## src/rtl/fpadd_dispatch_pkg.sv

```systemverilog
package fpadd_dispatch_pkg;

    // lane requirement of one request
    typedef enum logic [1:0] {
        NEED_CLOSE  = 2'd0,
        NEED_FAR    = 2'd1,
        NEED_EITHER = 2'd2
    } lane_need_e;

    localparam int LANE_CLOSE = 0;
    localparam int LANE_FAR   = 1;
    localparam int NUM_LANES  = 2;

    typedef struct packed {
        logic tag;
    } disp_state_t;

endpackage

```

## src/rtl/fp_route_class.sv

```systemverilog
module fp_route_class
    import fpadd_dispatch_pkg::*;
#(
    parameter int EXP_W = 8
) (
    input  logic             sgn_a,
    input  logic             sgn_b,
    input  logic [EXP_W-1:0] exp_a,
    input  logic [EXP_W-1:0] exp_b,
    input  logic             sub,
    output lane_need_e       need
);
    logic             eff_sub;
    logic [EXP_W-1:0] gap;
    logic             near;

    always_comb begin
        eff_sub = sgn_a ^ sgn_b ^ sub;
        gap     = (exp_a >= exp_b) ? (exp_a - exp_b) : (exp_b - exp_a);
        near    = (gap <= EXP_W'(1));
        if (near && eff_sub)       need = NEED_CLOSE;
        else if (near)             need = NEED_EITHER;
        else                       need = NEED_FAR;
    end

endmodule

```

## src/rtl/fp_lane_pre.sv

```systemverilog
module fp_lane_pre #(
    parameter int EXP_W  = 8,
    parameter int FRAC_W = 23,
    localparam int W     = 1 + EXP_W + FRAC_W
) (
    input  logic [W-1:0]     op_a,
    input  logic [W-1:0]     op_b,
    input  logic             sub,
    output logic             eff_sub,
    output logic [EXP_W-1:0] exp_diff,
    output logic             swap,
    output logic [EXP_W-1:0] exp_big,
    output logic             sign
);
    logic [EXP_W-1:0] ea, eb;
    logic [W-2:0]     ma, mb;
    logic             sb_eff;

    always_comb begin
        ea       = op_a[W-2:FRAC_W];
        eb       = op_b[W-2:FRAC_W];
        ma       = op_a[W-2:0];
        mb       = op_b[W-2:0];
        sb_eff   = op_b[W-1] ^ sub;
        eff_sub  = op_a[W-1] ^ sb_eff;
        swap     = (eb > ea);
        exp_diff = swap ? (eb - ea) : (ea - eb);
        exp_big  = swap ? eb : ea;
        if (!eff_sub)      sign = op_a[W-1];
        else if (ma == mb) sign = 1'b0;
        else if (mb > ma)  sign = sb_eff;
        else               sign = op_a[W-1];
    end

endmodule

```

## src/rtl/fpadd_dispatch.sv

```systemverilog
module fpadd_dispatch
    import fpadd_dispatch_pkg::*;
#(
    parameter int EXP_W  = 8,
    parameter int FRAC_W = 23,
    localparam int W     = 1 + EXP_W + FRAC_W
) (
    input  logic             clk,
    input  logic             rst_n,
    input  logic             s0_valid,
    input  logic [W-1:0]     s0_a,
    input  logic [W-1:0]     s0_b,
    input  logic             s0_sub,
    output logic             s0_accept,
    input  logic             s1_valid,
    input  logic [W-1:0]     s1_a,
    input  logic [W-1:0]     s1_b,
    input  logic             s1_sub,
    output logic             s1_accept,
    output logic             cl_valid,
    input  logic             cl_ready,
    output logic [W-1:0]     cl_a,
    output logic [W-1:0]     cl_b,
    output logic             cl_eff_sub,
    output logic             cl_tag,
    output logic [EXP_W-1:0] cl_exp_diff,
    output logic             cl_swap,
    output logic [EXP_W-1:0] cl_exp,
    output logic             cl_sign,
    output logic             fr_valid,
    input  logic             fr_ready,
    output logic [W-1:0]     fr_a,
    output logic [W-1:0]     fr_b,
    output logic             fr_eff_sub,
    output logic             fr_tag,
    output logic [EXP_W-1:0] fr_exp_diff,
    output logic             fr_swap,
    output logic [EXP_W-1:0] fr_exp,
    output logic             fr_sign
);

    disp_state_t state_d, state_q;
    lane_need_e  need_old, need_young;

    logic        v_old, v_young;
    logic        old_on_close;
    logic        pair_fits;
    logic        old_rdy, young_rdy;
    logic        young_go;
    logic        acc_old, acc_young;
    logic [NUM_LANES-1:0] lane_valid;
    logic [NUM_LANES-1:0] lane_takes_young;

    // classification per slot, ahead of the lane split
    fp_route_class #(.EXP_W(EXP_W)) u_cls_old (
        .sgn_a (s0_a[W-1]),
        .sgn_b (s0_b[W-1]),
        .exp_a (s0_a[W-2:FRAC_W]),
        .exp_b (s0_b[W-2:FRAC_W]),
        .sub   (s0_sub),
        .need  (need_old)
    );

    fp_route_class #(.EXP_W(EXP_W)) u_cls_young (
        .sgn_a (s1_a[W-1]),
        .sgn_b (s1_b[W-1]),
        .exp_a (s1_a[W-2:FRAC_W]),
        .exp_b (s1_b[W-2:FRAC_W]),
        .sub   (s1_sub),
        .need  (need_young)
    );

    always_comb begin
        state_d = state_q;
        v_old   = s0_valid;
        v_young = s0_valid && s1_valid;

        // older lane choice: flexible older yields CLOSE only to a FAR-bound younger
        old_on_close = (need_old == NEED_CLOSE) ||
                       ((need_old == NEED_EITHER) && v_young && (need_young == NEED_FAR));

        if (old_on_close) pair_fits = v_young && (need_young != NEED_CLOSE);
        else              pair_fits = v_young && (need_young != NEED_FAR);

        old_rdy   = old_on_close ? cl_ready : fr_ready;
        young_rdy = old_on_close ? fr_ready : cl_ready;
        young_go  = pair_fits && old_rdy;

        acc_old   = v_old && old_rdy;
        acc_young = young_go && young_rdy;

        lane_valid[LANE_CLOSE] = (v_old && old_on_close) || (young_go && !old_on_close);
        lane_valid[LANE_FAR]   = (v_old && !old_on_close) || (young_go && old_on_close);
        lane_takes_young[LANE_CLOSE] = !old_on_close;
        lane_takes_young[LANE_FAR]   = old_on_close;

        if (acc_old ^ acc_young) state_d.tag = ~state_q.tag;
    end

    always_ff @(posedge clk) begin
        if (!rst_n) state_q <= '0;
        else        state_q <= state_d;
    end

    // per-lane operand steering and duplicated exponent/sign precompute
    logic [W-1:0]     ln_a     [NUM_LANES];
    logic [W-1:0]     ln_b     [NUM_LANES];
    logic             ln_sub   [NUM_LANES];
    logic             ln_tag   [NUM_LANES];
    logic             ln_esub  [NUM_LANES];
    logic [EXP_W-1:0] ln_diff  [NUM_LANES];
    logic             ln_swap  [NUM_LANES];
    logic [EXP_W-1:0] ln_exp   [NUM_LANES];
    logic             ln_sign  [NUM_LANES];

    for (genvar gl = 0; gl < NUM_LANES; gl++) begin : g_lane
        always_comb begin
            ln_a[gl]   = lane_takes_young[gl] ? s1_a   : s0_a;
            ln_b[gl]   = lane_takes_young[gl] ? s1_b   : s0_b;
            ln_sub[gl] = lane_takes_young[gl] ? s1_sub : s0_sub;
            ln_tag[gl] = lane_takes_young[gl] ? ~state_q.tag : state_q.tag;
        end

        fp_lane_pre #(.EXP_W(EXP_W), .FRAC_W(FRAC_W)) u_pre (
            .op_a     (ln_a[gl]),
            .op_b     (ln_b[gl]),
            .sub      (ln_sub[gl]),
            .eff_sub  (ln_esub[gl]),
            .exp_diff (ln_diff[gl]),
            .swap     (ln_swap[gl]),
            .exp_big  (ln_exp[gl]),
            .sign     (ln_sign[gl])
        );
    end

    assign s0_accept   = acc_old;
    assign s1_accept   = acc_young;

    assign cl_valid    = lane_valid[LANE_CLOSE];
    assign cl_a        = ln_a[LANE_CLOSE];
    assign cl_b        = ln_b[LANE_CLOSE];
    assign cl_eff_sub  = ln_esub[LANE_CLOSE];
    assign cl_tag      = ln_tag[LANE_CLOSE];
    assign cl_exp_diff = ln_diff[LANE_CLOSE];
    assign cl_swap     = ln_swap[LANE_CLOSE];
    assign cl_exp      = ln_exp[LANE_CLOSE];
    assign cl_sign     = ln_sign[LANE_CLOSE];

    assign fr_valid    = lane_valid[LANE_FAR];
    assign fr_a        = ln_a[LANE_FAR];
    assign fr_b        = ln_b[LANE_FAR];
    assign fr_eff_sub  = ln_esub[LANE_FAR];
    assign fr_tag      = ln_tag[LANE_FAR];
    assign fr_exp_diff = ln_diff[LANE_FAR];
    assign fr_swap     = ln_swap[LANE_FAR];
    assign fr_exp      = ln_exp[LANE_FAR];
    assign fr_sign     = ln_sign[LANE_FAR];


    close_gap_chk: assert property (@(posedge clk) disable iff (!rst_n)
        cl_valid |-> (cl_exp_diff <= EXP_W'(1)));


    far_gap_chk: assert property (@(posedge clk) disable iff (!rst_n)
        (fr_valid && fr_eff_sub) |-> (fr_exp_diff > EXP_W'(1)));


    young_order_chk: assert property (@(posedge clk) disable iff (!rst_n)
        s1_accept |-> s0_accept);


    pair_lanes_chk: assert property (@(posedge clk) disable iff (!rst_n)
        s1_accept |-> (cl_valid && fr_valid && cl_ready && fr_ready));


    accept_hs_chk: assert property (@(posedge clk) disable iff (!rst_n)
        s0_accept |-> ((cl_valid && cl_ready) || (fr_valid && fr_ready)));


    tag_split_chk: assert property (@(posedge clk) disable iff (!rst_n)
        (cl_valid && fr_valid) |-> (cl_tag != fr_tag));

endmodule

```

## config.mk

```make
export PLATFORM = sky130hd
export DESIGN_NAME = fpadd_dispatch
export DESIGN_NICKNAME = d
export VERILOG_FILES = /design/src/rtl/fpadd_dispatch_pkg.sv /design/src/rtl/fp_route_class.sv /design/src/rtl/fp_lane_pre.sv /design/src/rtl/fpadd_dispatch.sv
export SDC_FILE = /design/constraint.sdc
export NUM_CORES = 1
export LEC_CHECK = 0
export BUFFER_PORTS_ARGS = -buffer_cell sky130_fd_sc_hd__buf_2
export CORE_AREA = 2 2 160 162
export CTS_BUF_LIST = sky130_fd_sc_hd__clkbuf_8
export DETAILED_ROUTE_END_ITERATION = 10
export DIE_AREA = 0 0 162 164
export PLACE_DENSITY = 0.45
export SLEW_MARGIN = 20
export SYNTH_ARGS = -nofsm -noshare
export SYNTH_HDL_FRONTEND = slang
export SYNTH_SLANG_ARGS = --single-unit
```

## constraint.sdc

```tcl
create_clock -name clk -period 9.21 [get_ports clk]
set_input_delay 1.842 -clock clk [delete_from_list [all_inputs] [get_ports clk]]
set_output_delay 1.842 -clock clk [all_outputs]
set_load 0.02 [all_outputs]
```

==> impl_metrics.json, run 1 <==
{
  "status": "complete, no violations",
  "num_antenna_cells": 0,
  "avgViaCountPerCell": 4.83,
  "clock_skew_ns": 0,
  "grt-ovfl-total": 0,
  "dp_hpwl_um": 23500,
  "pin_count": 308,
  "wirelength_um": 27600,
  "largest_reg_flops": 1,
  "synthCells": 812,
  "synthTopCellsByArea": "ha_1, mux2i_1, inv_1, a21oi_1, mux2_2",
  "end_kind": "output port",
  "dieArea_mm2": 0.0266,
  "worstPathRequired_ns": 7.37,
  "slew_headroom": 0.585,
  "cap_violations": 0,
  "cp.buffers_inverters": 8,
  "final_cells": 1499,
  "gp_congestion": 0.890,
  "worstSkewPairLatency_ns": 0,
  "finalMaxSlewViolations": 0,
  "grt_pass1_vias": 6905,
  "antenna_found_initial": 0,
  "fin_crit_sh": 0.972,
  "timing_worst_slew_pin_value_ns": 0.623,
  "period_needed_ns": 8.96,
  "fmax_mhz": 112,
  "avgSynthCellArea_um2": 7.59,
  "die_y_um": 164,
  "ctsHoldBuffers": 0,
  "ys_seq_elements": 1,
  "synth_top_area_cell": "ha_1",
  "vias": 7236,
  "vdd_ir_drop_max_mv": 0.0390,
  "ys_top_cells_by_count": "inv_1, ha_1, a21oi_1",
  "wl_per_cell_um": 18.4,
  "synth_top_area_frac": 0.215,
  "firstDrtPassIters": 6,
  "cpMostUsedCell": "inv_1",
  "synth_edf_count": 0,
  "clk_pin_slew_ns": 0,
  "slowest_stage": "o311ai_4",
  "hold_viol": 0,
  "cp_data_arrival_time_ns": 7.11,
  "rows": 58,
  "critPathLaunchType": "input port",
  "die_w_um": 162,
  "start_util": 0.248,
  "synthDistinctLibCells": 80,
  "min_path_type": "reg2reg",
  "synth.most_common_cell": "inv_1",
  "synth.cell_area_mm2": 0.00616,
  "powerDensity_mw_per_mm2": 70.6,
  "nets": 1421,
  "grt_use_total": 0.186,
  "drive_gt1_frac": 0.441,
  "ant_nets": 0,
  "cellLeakagePower_nw": 4.94,
  "yosysSeqAreaShare": 0.00325,
  "fin_util": 0.363,
  "synthToLayoutAreaGrowth_pct": 46.1,
  "io_buffers": 307,
  "synth_fp_nets": 1062,
  "layout_top_registers": "state_q (1)",
  "grt_pass1_wl_um": 38900,
  "core_area_mm2": 0.0248,
  "critical-path-max-stage-delay_ns": 0.41,
  "setup.worst_path.class": "in2out",
  "drt_iter0_markers": 421,
  "placed_cells": 1464,
  "crit_family": "compound AO/OA/AOI/OAI gates",
  "cp_max_fo": 15,
  "ys.flop_type": "dfxtp_1",
  "synth_warnings": 0,
  "setup_viol": 0,
  "async_reset_ff_frac": 0,
  "grt_start_max_net_pins": 31,
  "drc": 0,
  "regMostFlops": "state_q"
}
-- cells by family after synthesis --
kind of cell,count (synthesis),synth area share
fa+ha+maj,116,0.245
simple gates,161,0.131
compound gates,217,0.247
flops,1,0.00325
xor+xnor,27,0.0384
mux,122,0.215
buf+inv,168,0.121
-- final cells by class --
class                           count  area [um2]
Timing Repair Buffer              392        2400
Sequential cell                     1        20.0
Inverter                          133         499
Multi-Input combinational cell    643        5670
Fill cell                        2708       15800
Tap cell                          330         413
-- tightest hold or removal path, delay by kind of cell (launching register included) --
family	cells	cell delay [ns]
simple gates	1	0.06
flops	1	0.30
mux	1	0.06
-- layer usage --
metal  part of all wire  global-route usage
met2               0.50               0.350
met3              0.051              0.0157
met5                  0                   0
met1               0.44               0.241
met4              0.013              0.0133
-- power breakdown --
group          internal (mW)  switching, mW
Combinational          0.251          0.380
Sequential           0.00480       0.000278
Clock                      0              0
-- final timing paths --
check	from	end	slack, ns	depth (start not counted)
min reg2reg	state_q	state_q	0.48	2
min	state_q	state_q	0.48	2
max reg2reg	state_q	state_q	8.58	2
max	s1_a[23]	fr_exp_diff[6]	0.25	27
-- metrics by stage --
step / TNS (ns) / cell area (um2) / power (mW) / hold slack [ns] / setup slack (ns)
2_1_floorplan: 0 / 6160 / 0.374 / 0.458 / 0.293
3_3_place_gp: -0.172 / 8320 / 0.602 / 0.483 / -0.172
3_5_place_dp: -0.0822 / 8320 / 0.598 / 0.481 / -0.0822
4_1_cts: 0 / 8380 / 0.602 / 0.481 / 0.0411
5_1_grt: -0.149 / 9000 / 0.689 / 0.493 / -0.0739
6_report: 0 / 9000 / 0.635 / 0.480 / 0.253
-- cell usage in the layout (no fill, tap or decap), drive strengths merged, types with 13 or more instances in the layout --
master  instances
buf           386
inv           133
ha            106
a21oi          77
mux2i          66
mux2           56
nor2           52
a21o           38
nand2          37
o21ai          26
xnor2          14
nand4          14
nor2b          13
xor2           13
-- what timing repair did --
item | in CTS | in global routing
pin swaps | 2 | 19
setup endpoints to repair | 1 | 15
buffers inserted | 2 | 27
resized for setup | 2 | 67
gates cloned | 1 | 5
No activity file was read; power rests on OpenSTA's default activity.
==> run 2: changes to the inputs <==
Settings changed: MAX_ROUTING_LAYER set to met4.
==> impl_metrics.json, run 2 (synthesized netlist as in run 1, its figures left out) <==
{
  "fin_total_pwr_uw": 616,
  "gp_congestion": 0.848,
  "nets": 1408,
  "rows": 58,
  "worstSkewPairLatency_ns": 0,
  "firstDrtPassIters": 4,
  "fmax_mhz": 112,
  "synthToLayoutAreaGrowth_pct": 40.3,
  "clk_pin_slew_ns": 0,
  "wl_per_cell_um": 18.2,
  "drive_gt1_frac": 0.419,
  "avgViaCountPerCell": 4.80,
  "core_area_mm2": 0.0248,
  "antenna_found_initial": 0,
  "start_util": 0.248,
  "setup_viol": 0,
  "vias": 7140,
  "critPathLaunchType": "input port",
  "die_y_um": 164,
  "wirelength_um": 27100,
  "dieArea_mm2": 0.0266,
  "pre_cts_ws_ns": 0.0506,
  "finalMaxSlewViolations": 0,
  "clock_skew_ns": 0,
  "r2r-start": "state_q",
  "cellLeakagePower_nw": 4.79,
  "end_kind": "output port",
  "grt_pass1_wl_um": 39300,
  "final_cell_mix": "buf_2, inv_1, ha_1, a21oi_1, buf_4",
  "fill_cells": 2743,
  "grt_use_total": 0.193,
  "timing_worst_slew_pin_value_ns": 0.741,
  "slew_headroom": 0.498,
  "cap_violations": 0,
  "io_buffers": 307,
  "cp_data_arrival_time_ns": 7.10,
  "powerDensity_mw_per_mm2": 71.3,
  "pin_count": 308,
  "vdd_ir_drop_max_mv": 0.0347,
  "fin_ws_ns": 0.273,
  "fin_crit_sh": 0.970,
  "hold_path_depth": 2,
  "reg2reg_depth": 2,
  "whs_endpoint": "state_q",
  "r2r_setup_slack_ns": 8.56,
  "status": "complete, no violations",
  "layout_commonest_cell": "buf_2",
  "dp_hpwl_um": 23900,
  "ant_nets": 0,
  "period_needed_ns": 8.94,
  "tns_ns": 0,
  "num_antenna_cells": 0,
  "hold_viol": 0,
  "grt_pass1_vias": 6933,
  "drt_iter0_markers": 324,
  "worstPathRequired_ns": 7.37,
  "grt_start_max_net_pins": 52,
  "rr_endpoint": "state_q",
  "regMostFlops": "state_q",
  "layout_top_registers": "state_q (1)",
  "min_path_type": "reg2reg",
  "min_from": "state_q",
  "die_w_um": 162,
  "cp_max_fo": 9,
  "drc": 0,
  "grt-ovfl-total": 0,
  "largest_reg_flops": 1,
  "setup.worst_path.class": "in2out"
}
-- run 2: worst max path at each step --
stage                         from        endpoint  slack (ns)  cells after the start
final                     s0_b[23]         fr_sign        0.27                     27
after global routing      s0_b[23]  fr_exp_diff[6]       -0.03                     29
after CTS                 s0_b[23]         fr_sign        0.03                     27
after detailed placement  s0_b[23]         fr_sign        0.05                     27
after global placement    s0_a[23]         fr_sign        0.04                     26
after floorplan           s1_a[23]  fr_exp_diff[6]        0.29                     24
-- run 2: report_power, final --
group / internal (mW) / switching, mW / leakage, nW / total [mW]
registers: 0.00480 / 0.000311 / 0.00826 / 0.00511
clock network: 0 / 0 / 0 / 0
logic: 0.239 / 0.372 / 4.78 / 0.611
-- run 2: final cells by class --
cell class / instances / area [um2] / area share
sequential: 1 / 20.0 / 0.00232
tap: 330 / 413 / 0.0478
multi-input combinational: 643 / 5530 / 0.640
inverter: 133 / 499 / 0.0578
timing repair buffer: 379 / 2180 / 0.252
-- run 2: per-stage QoR --
| stage | std cells | instance area (um2) | util | hold slack, ns |
|---|---|---|---|---|
| 3_3_place_gp | 1470 | 8360 | 0.337 | 0.484 |
| 6_report | 1486 | 8640 | 0.348 | 0.497 |
| 5_1_grt | 1486 | 8640 | 0.348 | 0.539 |
| 4_1_cts | 1470 | 8360 | 0.337 | 0.501 |
| 2_1_floorplan | 812 | 6160 | - | 0.458 |
| 3_5_place_dp | 1470 | 8360 | 0.337 | 0.501 |
-- run 2: critical path, stage by stage --
cell       delay, ns
buf_2           0.14
inv_1           0.06
ha_1            0.14
inv_1           0.05
fa_1            0.40
xor2_1          0.17
a2111oi_2       0.34
o211ai_1        0.16
nor3_2          0.26
a21oi_2         0.13
o31ai_4         0.38
o311a_4         0.35
buf_12          0.15
buf_4           0.17
mux2_1          0.36
ha_1            0.31
a21oi_2         0.19
nor2b_2         0.18
a221oi_2        0.07
buf_4           0.15
o21ai_0         0.13
nand2_1         0.07
o211ai_1        0.09
o211ai_1        0.20
o211a_1         0.27
nor3_2          0.14
buf_4           0.17
-- run 2: routing by layer --
metal  share of wire  global-route usage
met5               0                   -
met1            0.44               0.242
met4           0.011              0.0177
met3           0.039              0.0104
met2            0.51               0.354
-- run 2: repair_timing --
item | in CTS | in global routing
hold endpoints to repair | 0 | 0
endpoints found under the setup margin | 0 | 14
resized for setup | 0 | 37
buffers inserted | 0 | 14
hold buffers | 0 | 0
==> run 3: changes to the inputs <==
Settings changed: ABC_AREA set to 1, CORE_AREA 2 2 160 162 to 2 2 173 175, DIE_AREA 0 0 162 164 to 0 0 175 177, PLACE_DENSITY 0.45 to 0.43, SYNTH_HIERARCHICAL set to 1.
==> impl_metrics.json, run 3 <==
{
  "layout_commonest_cell": "nand2_1",
  "regMostFlops": "state_q",
  "post_cts_buffers": 0,
  "wl_per_cell_um": 15.5,
  "yosysSeqAreaShare": 0.00279,
  "grt_start_max_net_pins": 102,
  "fin_ws_ns": 0.602,
  "min_path_type": "reg2reg",
  "core_area_mm2": 0.0292,
  "status": "complete, no violations",
  "synthTopCellsByArea": "nand2_1, ha_1, inv_1, o21ai_2, o21ai_1",
  "ys_seq_elements": 1,
  "die_w_um": 175,
  "fin_crit_sh": 0.935,
  "ant_nets": 0,
  "setup_viol": 0,
  "rows": 63,
  "critPathLaunchType": "input port",
  "firstDrtPassIters": 6,
  "end_kind": "output port",
  "synth_warnings": 6,
  "cpMostUsedCell": "nand2_1",
  "clk_pin_slew_ns": 0,
  "pre_cts_ws_ns": 0.366,
  "dieArea_mm2": 0.0310,
  "ys.flop_type": "dfxtp_1",
  "grt-ovfl-total": 0,
  "drt_iter0_markers": 431,
  "layout_top_registers": "state_q (1)",
  "synthCells": 1264,
  "grt_use_total": 0.189,
  "synth.cell_area_mm2": 0.00718,
  "cell_internal_pwr_uw": 237,
  "cp.buffers_inverters": 7,
  "dp_hpwl_um": 26900,
  "finalMaxSlewViolations": 0,
  "tns_ns": 0,
  "synth_top_area_frac": 0.190,
  "drc": 0,
  "worstPathRequired_ns": 7.37,
  "hold_viol": 0,
  "ys_top_cells_by_count": "nand2_1, inv_1, ha_1",
  "antenna_found_initial": 6,
  "async_reset_ff_frac": 0,
  "avgViaCountPerCell": 4.41,
  "clock_skew_ns": 0,
  "crit_family": "simple AND/OR/NAND/NOR gates",
  "cellLeakagePower_nw": 5.44,
  "drive_gt1_frac": 0.294,
  "worstSkewPairLatency_ns": 0,
  "pwr-share-seq": 0.007,
  "critical-path-max-stage-delay_ns": 0.44,
  "io_buffers": 307,
  "p_sw_uw": 474,
  "setup.worst_path.class": "in2out",
  "slew_headroom": 0.462,
  "gp_congestion": 0.881,
  "slowest_stage": "ha_1",
  "synthDistinctLibCells": 40,
  "final_cell_mix": "nand2_1, buf_2, inv_1, ha_1, o21ai_1",
  "synth_fp_nets": 1516,
  "vias": 8514,
  "pwr-share-clk": 0,
  "cp_data_arrival_time_ns": 6.77,
  "cap_violations": 0,
  "die_y_um": 177,
  "period_needed_ns": 8.61,
  "largest_reg_flops": 1,
  "combinationalPowerShare": 0.993,
  "synth_top_area_cell": "nand2_1",
  "r2r_setup_slack_ns": 8.50,
  "fmax_mhz": 116,
  "avgSynthCellArea_um2": 5.68,
  "rsz0062_at_grt": "no",
  "cp_max_fo": 101,
  "wirelength_um": 29900,
  "synthToLayoutAreaGrowth_pct": 23.9,
  "start_util": 0.245,
  "nets": 1787,
  "synth_edf_count": 0,
  "powerDensity_mw_per_mm2": 79.9,
  "synth.most_common_cell": "nand2_1",
  "pin_count": 308,
  "grt_pass1_wl_um": 45300,
  "timing_worst_slew_pin_value_ns": 0.798,
  "power_switching_share": 0.666,
  "grt_pass1_vias": 8216,
  "vdd_ir_drop_max_mv": 0.0499
}
-- run 3: cell count changes after synthesis, moves of 19 or more --
cell     previous run  this run
a21o_1             38         4
inv_1             116       268
mux2_1             26         0
mux2_2             30         0
mux2i_1            57         2
nand2_1            37       363
nand2_2             0        48
nand3_1             9        52
nor2_1             52        32
o21ai_0            19        38
o21ai_1             5        72
o21ai_2             2        47
-- run 3: layout make-up --
class | count | area, um2
Inverter | 280 | 1060
Antenna cell | 6 | 15.0
Multi-Input combinational cell | 939 | 5710
Fill cell | 3408 | 20400
Sequential cell | 1 | 20.0
Tap cell | 390 | 488
Timing Repair Buffer | 313 | 1600
-- run 3: worst paths after layout --
path / start / endpoint / cells past startpoint
min: state_q / state_q / 2
max: s0_a[23] / cl_exp_diff[1] / 27
min reg2reg: state_q / state_q / 2
max reg2reg: state_q / state_q / 3
-- run 3: kinds of logic after synthesis --
kind of cell,Yosys count,share of synthesized area
buffers and inverters,324,0.203
muxes,2,0.00279
adders and majority gates,116,0.211
and+or+nand+nor,548,0.336
DFF,1,0.00279
xor gates and xnor gates,33,0.0413
AOI/OAI and AO/OA,240,0.204
-- run 3: power by group through the flow --
stage / Combinational (mW) / Sequential [mW] / Clock (mW)
global route: 0.786 / 0.00493 / 0.0000000872
CTS: 0.712 / 0.00487 / 0
floorplan: 0.486 / 0.00486 / 0
finish: 0.706 / 0.00488 / 0.0000000874
detailed placement: 0.709 / 0.00487 / 0
global placement: 0.712 / 0.00487 / 0
-- run 3: per-layer routing --
layer | vias to the layer above | global-route usage | part of all wire
li1 | 4494 | - | -
met1 | 3771 | 0.256 | 0.48
met2 | 221 | 0.305 | 0.45
met3 | 28 | 0.0185 | 0.045
met4 | 0 | 0.0399 | 0.022
met5 | - | - | 0
-- run 3: worst register-to-register path, stage by stage, from the launching register on --
cell	delay (ns)
dfxtp_1	0.29
inv_1	0.10
nand4_1	0.10
a21oi_1	0.14
-- run 3: metrics by stage --
step | total power [mW] | std cells | hold slack, ns | instance area, um2 | util
floorplan | 0.490 | 1264 | 0.434 | 7180 | -
global placement | 0.717 | 1923 | 0.446 | 8870 | 0.303
detailed placement | 0.714 | 1923 | 0.449 | 8870 | 0.303
CTS | 0.717 | 1923 | 0.449 | 8870 | 0.303
global route | 0.791 | 1929 | 0.478 | 8890 | 0.304
finish | 0.711 | 1929 | 0.449 | 8890 | 0.304
-- run 3: what timing repair did --
| item | 4_1_cts | 5_1_grt |
|---|---|---|
| endpoints found under the setup margin | 0 | 12 |
| resized for setup | 0 | 5 |
| hold buffers | 0 | 0 |
